### src/rtl/cfgm_pkg.sv
package cfgm_pkg;

    typedef enum logic [2:0] {
        ST_IDLE,
        ST_PROG,
        ST_WAKE,
        ST_FETCH,
        ST_SHIFT,
        ST_FLUSH
    } cfgm_state_e;

    typedef enum logic [1:0] {
        RES_NONE = 2'b00,
        RES_OK   = 2'b01,
        RES_TMO  = 2'b10,
        RES_CRC  = 2'b11
    } cfgm_res_e;

endpackage

### src/rtl/cfgm_sync.sv
module cfgm_sync #(
    parameter int   STAGES  = 2,
    parameter logic RST_VAL = 1'b0
) (
    input  logic clk,
    input  logic rst_n,
    input  logic d_i,
    output logic q_o
);
    logic [STAGES-1:0] chain_q;

    always_ff @(posedge clk or negedge rst_n) begin
        if (!rst_n) chain_q <= {STAGES{RST_VAL}};
        else        chain_q <= {chain_q[STAGES-2:0], d_i};
    end

    assign q_o = chain_q[STAGES-1];
endmodule

### src/rtl/cfgm_tick.sv
module cfgm_tick #(
    parameter int HALF_CYC = 10
) (
    input  logic clk,
    input  logic rst_n,
    input  logic run_i,
    output logic tick_o
);
    localparam int W = $clog2(HALF_CYC + 1);
    localparam logic [W-1:0] LAST = W'(HALF_CYC - 1);

    logic [W-1:0] cnt_q;

    always_ff @(posedge clk or negedge rst_n) begin
        if (!rst_n)             cnt_q <= '0;
        else if (!run_i)        cnt_q <= '0;
        else if (cnt_q == LAST) cnt_q <= '0;
        else                    cnt_q <= cnt_q + 1'b1;
    end

    assign tick_o = run_i && (cnt_q == LAST);
endmodule

### src/rtl/cfgm_wait.sv
module cfgm_wait #(
    parameter int LIMIT = 2000000
) (
    input  logic clk,
    input  logic rst_n,
    input  logic clr_i,
    output logic expired_o
);
    localparam int TW = $clog2(LIMIT + 1);

    logic [TW-1:0] cnt_q;

    assign expired_o = (cnt_q == TW'(LIMIT));

    always_ff @(posedge clk or negedge rst_n) begin
        if (!rst_n)          cnt_q <= '0;
        else if (clr_i)      cnt_q <= '0;
        else if (!expired_o) cnt_q <= cnt_q + 1'b1;
    end
endmodule

### src/rtl/cfg_serial_master.sv
module cfg_serial_master
    import cfgm_pkg::*;
#(
    parameter int HALF_CYC = 10,
    parameter int WAIT_CYC = 2000000,
    parameter int CNT_W    = 24
) (
    input  logic             clk,
    input  logic             rst_n,
    input  logic             start_i,
    input  logic [CNT_W-1:0] byte_total_i,
    input  logic [7:0]       s_data_i,
    input  logic             s_valid_i,
    output logic             s_ready_o,
    input  logic             tgt_init_i,
    input  logic             tgt_done_i,
    output logic             cfg_prog_n_o,
    output logic             cfg_clk_o,
    output logic             cfg_dat_o,
    output logic             busy_o,
    output logic [1:0]       result_o
);
    localparam logic [2:0] LAST_BIT = 3'd7;

    cfgm_state_e      state_q, state_d;
    logic             init_s, done_s, tick, expired, tmr_clr, crc_hit;
    logic             clk_q, dat_q;
    logic [7:0]       sh_q;
    logic [2:0]       bit_q;
    logic [CNT_W-1:0] left_q;
    cfgm_res_e        res_q;

    cfgm_sync #(.STAGES(2), .RST_VAL(1'b1)) u_init_sync (
        .clk(clk), .rst_n(rst_n), .d_i(tgt_init_i), .q_o(init_s));
    cfgm_sync #(.STAGES(2), .RST_VAL(1'b0)) u_done_sync (
        .clk(clk), .rst_n(rst_n), .d_i(tgt_done_i), .q_o(done_s));
    cfgm_tick #(.HALF_CYC(HALF_CYC)) u_tick (
        .clk(clk), .rst_n(rst_n),
        .run_i((state_q == ST_SHIFT) || (state_q == ST_FLUSH)), .tick_o(tick));
    cfgm_wait #(.LIMIT(WAIT_CYC)) u_wait (
        .clk(clk), .rst_n(rst_n), .clr_i(tmr_clr), .expired_o(expired));

    assign crc_hit = !init_s && !done_s;
    assign tmr_clr = (state_d != state_q) || (state_q == ST_IDLE);

    // next-state logic
    always_comb begin
        state_d = state_q;
        unique case (state_q)
            ST_IDLE:  if (start_i) state_d = ST_PROG;
            ST_PROG:  if (!init_s) state_d = ST_WAKE;
                      else if (expired) state_d = ST_IDLE;
            ST_WAKE:  if (init_s) state_d = ST_FETCH;
                      else if (expired) state_d = ST_IDLE;
            ST_FETCH: if (left_q == '0) state_d = ST_FLUSH;
                      else if (crc_hit) state_d = ST_IDLE;
                      else if (s_valid_i) state_d = ST_SHIFT;
            ST_SHIFT: if (tick && clk_q && (bit_q == LAST_BIT)) state_d = ST_FETCH;
            ST_FLUSH: if (done_s && !clk_q) state_d = ST_IDLE;
                      else if (expired) state_d = ST_IDLE;
            default:  state_d = ST_IDLE;
        endcase
    end

    // state register
    always_ff @(posedge clk or negedge rst_n) begin
        if (!rst_n) state_q <= ST_IDLE;
        else        state_q <= state_d;
    end

    // pin, shifter and result registers
    always_ff @(posedge clk or negedge rst_n) begin
        if (!rst_n) begin
            clk_q  <= 1'b0;
            dat_q  <= 1'b1;
            sh_q   <= '0;
            bit_q  <= '0;
            left_q <= '0;
            res_q  <= RES_NONE;
        end else begin
            unique case (state_q)
                ST_IDLE: if (start_i) begin
                    res_q  <= RES_NONE;
                    left_q <= byte_total_i;
                end
                ST_PROG: if (init_s && expired) res_q <= RES_TMO;
                ST_WAKE: if (!init_s && expired) res_q <= RES_TMO;
                ST_FETCH: begin
                    if (left_q == '0) dat_q <= 1'b1;
                    else if (crc_hit) res_q <= RES_CRC;
                    else if (s_valid_i) begin
                        sh_q  <= s_data_i;
                        dat_q <= s_data_i[7];
                        bit_q <= '0;
                        clk_q <= 1'b0;
                    end
                end
                ST_SHIFT: if (tick) begin
                    if (!clk_q) clk_q <= 1'b1;
                    else begin
                        clk_q <= 1'b0;
                        if (bit_q == LAST_BIT) left_q <= left_q - CNT_W'(1);
                        else begin
                            bit_q <= bit_q + 1'b1;
                            sh_q  <= {sh_q[6:0], 1'b0};
                            dat_q <= sh_q[6];
                        end
                    end
                end
                ST_FLUSH: begin
                    if (done_s && !clk_q) res_q <= RES_OK;
                    else if (expired) begin
                        res_q <= RES_TMO;
                        clk_q <= 1'b0;
                    end else if (tick) clk_q <= ~clk_q;
                end
                default: ;
            endcase
        end
    end

    // outputs
    always_comb begin
        busy_o       = (state_q != ST_IDLE);
        cfg_prog_n_o = (state_q != ST_PROG);
        s_ready_o    = (state_q == ST_FETCH) && (left_q != '0) && !crc_hit;
        cfg_clk_o    = clk_q;
        cfg_dat_o    = dat_q;
        result_o     = res_q;
    end

    AST_IDLE_PARKED: assert property (@(posedge clk) disable iff (!rst_n)
        !busy_o |-> (!cfg_clk_o && cfg_prog_n_o && !s_ready_o));
    AST_PROG_CLK_LOW: assert property (@(posedge clk) disable iff (!rst_n)
        !cfg_prog_n_o |-> (busy_o && !cfg_clk_o));
    AST_DATA_SETUP: assert property (@(posedge clk) disable iff (!rst_n)
        $rose(cfg_clk_o) |-> $stable(cfg_dat_o));
    AST_READY_SAFE: assert property (@(posedge clk) disable iff (!rst_n)
        s_ready_o |-> (cfg_prog_n_o && !cfg_clk_o && busy_o));
    AST_FLUSH_DAT_HIGH: assert property (@(posedge clk) disable iff (!rst_n)
        (state_q == ST_FLUSH) |-> cfg_dat_o);
    AST_RESULT_HOLD: assert property (@(posedge clk) disable iff (!rst_n)
        (!busy_o && !start_i) |=> $stable(result_o));
    AST_END_HAS_CODE: assert property (@(posedge clk) disable iff (!rst_n)
        $fell(busy_o) |-> (result_o != RES_NONE));
endmodule

### config.mk
export PLATFORM = sky130hd
export DESIGN_NAME = cfg_serial_master
export DESIGN_NICKNAME = d
export VERILOG_FILES = /design/src/rtl/cfgm_pkg.sv /design/src/rtl/cfgm_sync.sv /design/src/rtl/cfgm_tick.sv /design/src/rtl/cfgm_wait.sv /design/src/rtl/cfg_serial_master.sv
export SDC_FILE = /design/constraint.sdc
export NUM_CORES = 1
export LEC_CHECK = 0
export ABC_AREA = 0
export ABC_CLOCK_PERIOD_IN_PS = 3600
export BUFFER_PORTS_ARGS = -buffer_cell sky130_fd_sc_hd__clkbuf_2
export CORE_ASPECT_RATIO = 0.6
export CORE_MARGIN = 1
export CORE_UTILIZATION = 25
export CTS_CLUSTER_SIZE = 24
export DETAILED_ROUTE_END_ITERATION = 8
export GPL_TIMING_DRIVEN = 0
export PLACE_DENSITY = 0.37
export SYNTH_ARGS = -nofsm -noshare
export SYNTH_HDL_FRONTEND = slang
export SYNTH_SLANG_ARGS = --single-unit
### constraint.sdc
create_clock -name clk -period 3.6 [get_ports clk]
set_input_delay 0.36 -clock clk [delete_from_list [all_inputs] [get_ports clk]]
set_output_delay 0.36 -clock clk [all_outputs]
set_load 0.02 [all_outputs]
==> results.yml <==
status:
  status: "complete, no violations"
floorplanning:
  die_w_um: 168
  io_pins: 45
  row_count: 35
  core_area_mm2: 0.0157
  initial_core_util_pct: 26.2
  fp.dieH_um: 101
  die_area_mm2: 0.0170
synthesis:
  async_reset_ff_share_pct: 100
  syn_area_per_cell_um2: 8.94
  ys_seq_area_share_pct: 42.7
  netlist_area_mm2: 0.00411
  syn_inst: 460
  yosys.cell_types.count: 60
  syn_nets: 505
  synth-edff-count: 0
  ys_ff_latch: 70
  ys_warn_count: 0
  synth_ff_type: "dfrtp_1"
power_and_ir_drop:
  ir_drop_mv: 0.252
  power_density_mw_per_mm2: 755
  power_leakage_nw: 2.00
min_path:
  min_path_type: "in -> reg"
  hold_start: "tgt_init_i"
grt:
  grt_remaining_overflow: 0
  grtUsageMet1_pct: 25.4
  met3_usage_pct: 3.95
  grt_pass1_wl_mm: 20.4
  track_usage_pct: 15.8
  gr-usage-met2_pct: 20.0
  top_usage_layer: "met1"
  antenna_found_initial: 0
  grt_max_degree: 58
  grt_pass1_vias: 3569
setup_path:
  path_cells: "inv_1 -> ha_1 -> nor3b_1 -> nand4_1 -> nor4_2 -> nor2_1 -> clkbuf_2"
  cp.required_ns: 3.24
  start_kind: "flop"
  slowest_stage: "nor4_2"
  path_buf_inv: 2
  crit_path_end_kind: "primary output"
  startpoint: "left_q[0]$_DFFE_PN0P_"
  path_delay_family: "simple AND/OR/NAND/NOR gates"
  cp.arrival_ns: 2.86
  crit_fanout: 6
  max_stage_delay_ns: 0.69
  path_class: "reg -> out"
  r2r-start: "left_q[0]$_DFFE_PN0P_"
detailed_routing:
  wl_per_cell_um: 17.3
  wirelength_mm: 12.6
  firstDrtPassIters: 5
  viasPerCell: 5.02
  drc: 0
  antenna_left: 0
  drtIter0Drc: 235
  num_vias: 3642
cells_and_area:
  n_antenna_cell: 0
  nets: 562
  area_growth_pct: 19.8
  mostFrequentLayoutCells: "dfrtp_1 (67), nand2_1 (48), o21ai_0 (45)"
  layout_commonest_cell: "dfrtp_1"
  drive_above_1_share_pct: 19.2
cts:
  clockBufferDepth: 2
  cts.sinks: 70
  clkLatencyLatePin_ns: 0.34
  ctsRootBufferMaster: "clkbuf_16"
  cts_tree: "yes"
  cts_setup_buffers: 0
  cts.clk_slew.worst_paths_ns: 0.06
  numCtsBuffers: 9
  cts_htree_levels: 3
placement:
  place_ws_ns: 0.612
  gp_congestion: 0.787
  dp_hpwl_mm: 9.15
  port_buffers: 44
timing:
  period_share_pct: 89.4
  clock-skew-final_ns: 0.0114
  finalSetupTns_ns: 0
  relSlewSlack_pct: 27.8
  setup_viol: 0
  worst_slack_ns: 0.381
  tightest_slew_ns: 1.07
  drv_slew: 0
  fin_crit_ns: 3.22
  rsz0062_at_grt: "false"
  hold_viol_final: 0
  max_freq_mhz: 311
run:
  cap_violations: 0
## where the power goes
part	switching, W	internal (W)	leakage [nW]
clock network	0.000374	0.000541	0.135
logic	0.00103	0.000526	0.973
registers	0.000223	0.00103	0.895
## through the flow
step | util, % | cells | area [um^2] | hold slack (ns) | power (W)
after floorplan | - | 460 | 4110 | 0.0644 | 0.00232
after global placement | 29.2 | 707 | 4590 | 0.333 | 0.00281
after detailed placement | 29.4 | 708 | 4620 | 0.276 | 0.00281
after CTS | 31.3 | 725 | 4930 | 0.0953 | 0.00375
after global routing | 31.3 | 725 | 4930 | 0.0906 | 0.00401
final | 31.3 | 725 | 4930 | 0.103 | 0.00372
## flip-flops by register name, indices dropped and copies added (netlist names)
name,count
u_init_sync.chain_q,2
sh_q,7
state_q,3
u_done_sync.chain_q,2
left_q,24
u_tick.cnt_q,4
bit_q,3
result_o,2
u_wait.cnt_q,21
cfg_clk_o,1
cfg_dat_o,1
## metal layers
metal	up-vias	wire length (um)	share of wire, %
met5	-	0	0
met4	0	110	0.88
li1	1783	-	-
met3	8	702	5.6
met1	1748	7270	58
met2	103	4470	36
## Yosys cell counts, types with 10 or more instances
cell type / count / area (um^2)
a21oi_1: 27 / 135
clkbuf_1: 16 / 60.1
dfrtp_1: 67 / 1680
inv_1: 11 / 41.3
nand2_1: 48 / 180
nand3_1: 16 / 80.1
nand4_1: 10 / 62.6
nor2_1: 43 / 161
nor3_1: 24 / 120
nor3_2: 19 / 190
o21ai_0: 45 / 225
xor2_1: 15 / 131
## area by class of cell
class	instances	area [um^2]
clock inverter	6	70.1
sequential	70	1760
fill	1666	10800
multi-input combinational	354	2200
clock buffer	10	229
tap	203	254
timing repair buffer	46	260
buffer	24	111
inverter	12	45.0
## path summary, 6_finish.rpt
kind	cells after the start	endpoint	slack, ns
max in group asynchronous	3	u_init_sync.chain_q[1]$_DFF_PN1_	2.53
worst min register to register	0	u_done_sync.chain_q[1]$_DFF_PN0_	0.35
worst max register to register	9	u_wait.cnt_q[20]$_DFFE_PN0P_	0.52
worst max-delay path	7	s_ready_o	0.38
min in group asynchronous	2	sh_q[0]$_DFFE_PN0P_	0.44
worst min-delay path	1	u_init_sync.chain_q[0]$_DFF_PN1_	0.10
## cells by family after synthesis
group,count (synthesis),synth area share [%]
multiplexers,11,2.74
AND/OR/NAND/NOR,202,27.2
flip-flops,70,42.7
buffers and inverters,36,3.80
XOR/XNOR,21,4.47
adder cells (fa/ha/maj),7,2.13
AO/OA/AOI/OAI,113,17.0
## what timing repair did
action / in CTS / in global routing
gates resized for setup: 0 / 0
hold buffers: 1 / 0
endpoints found under the hold margin: 13 / 0
(Power assumes the default switching activity.)
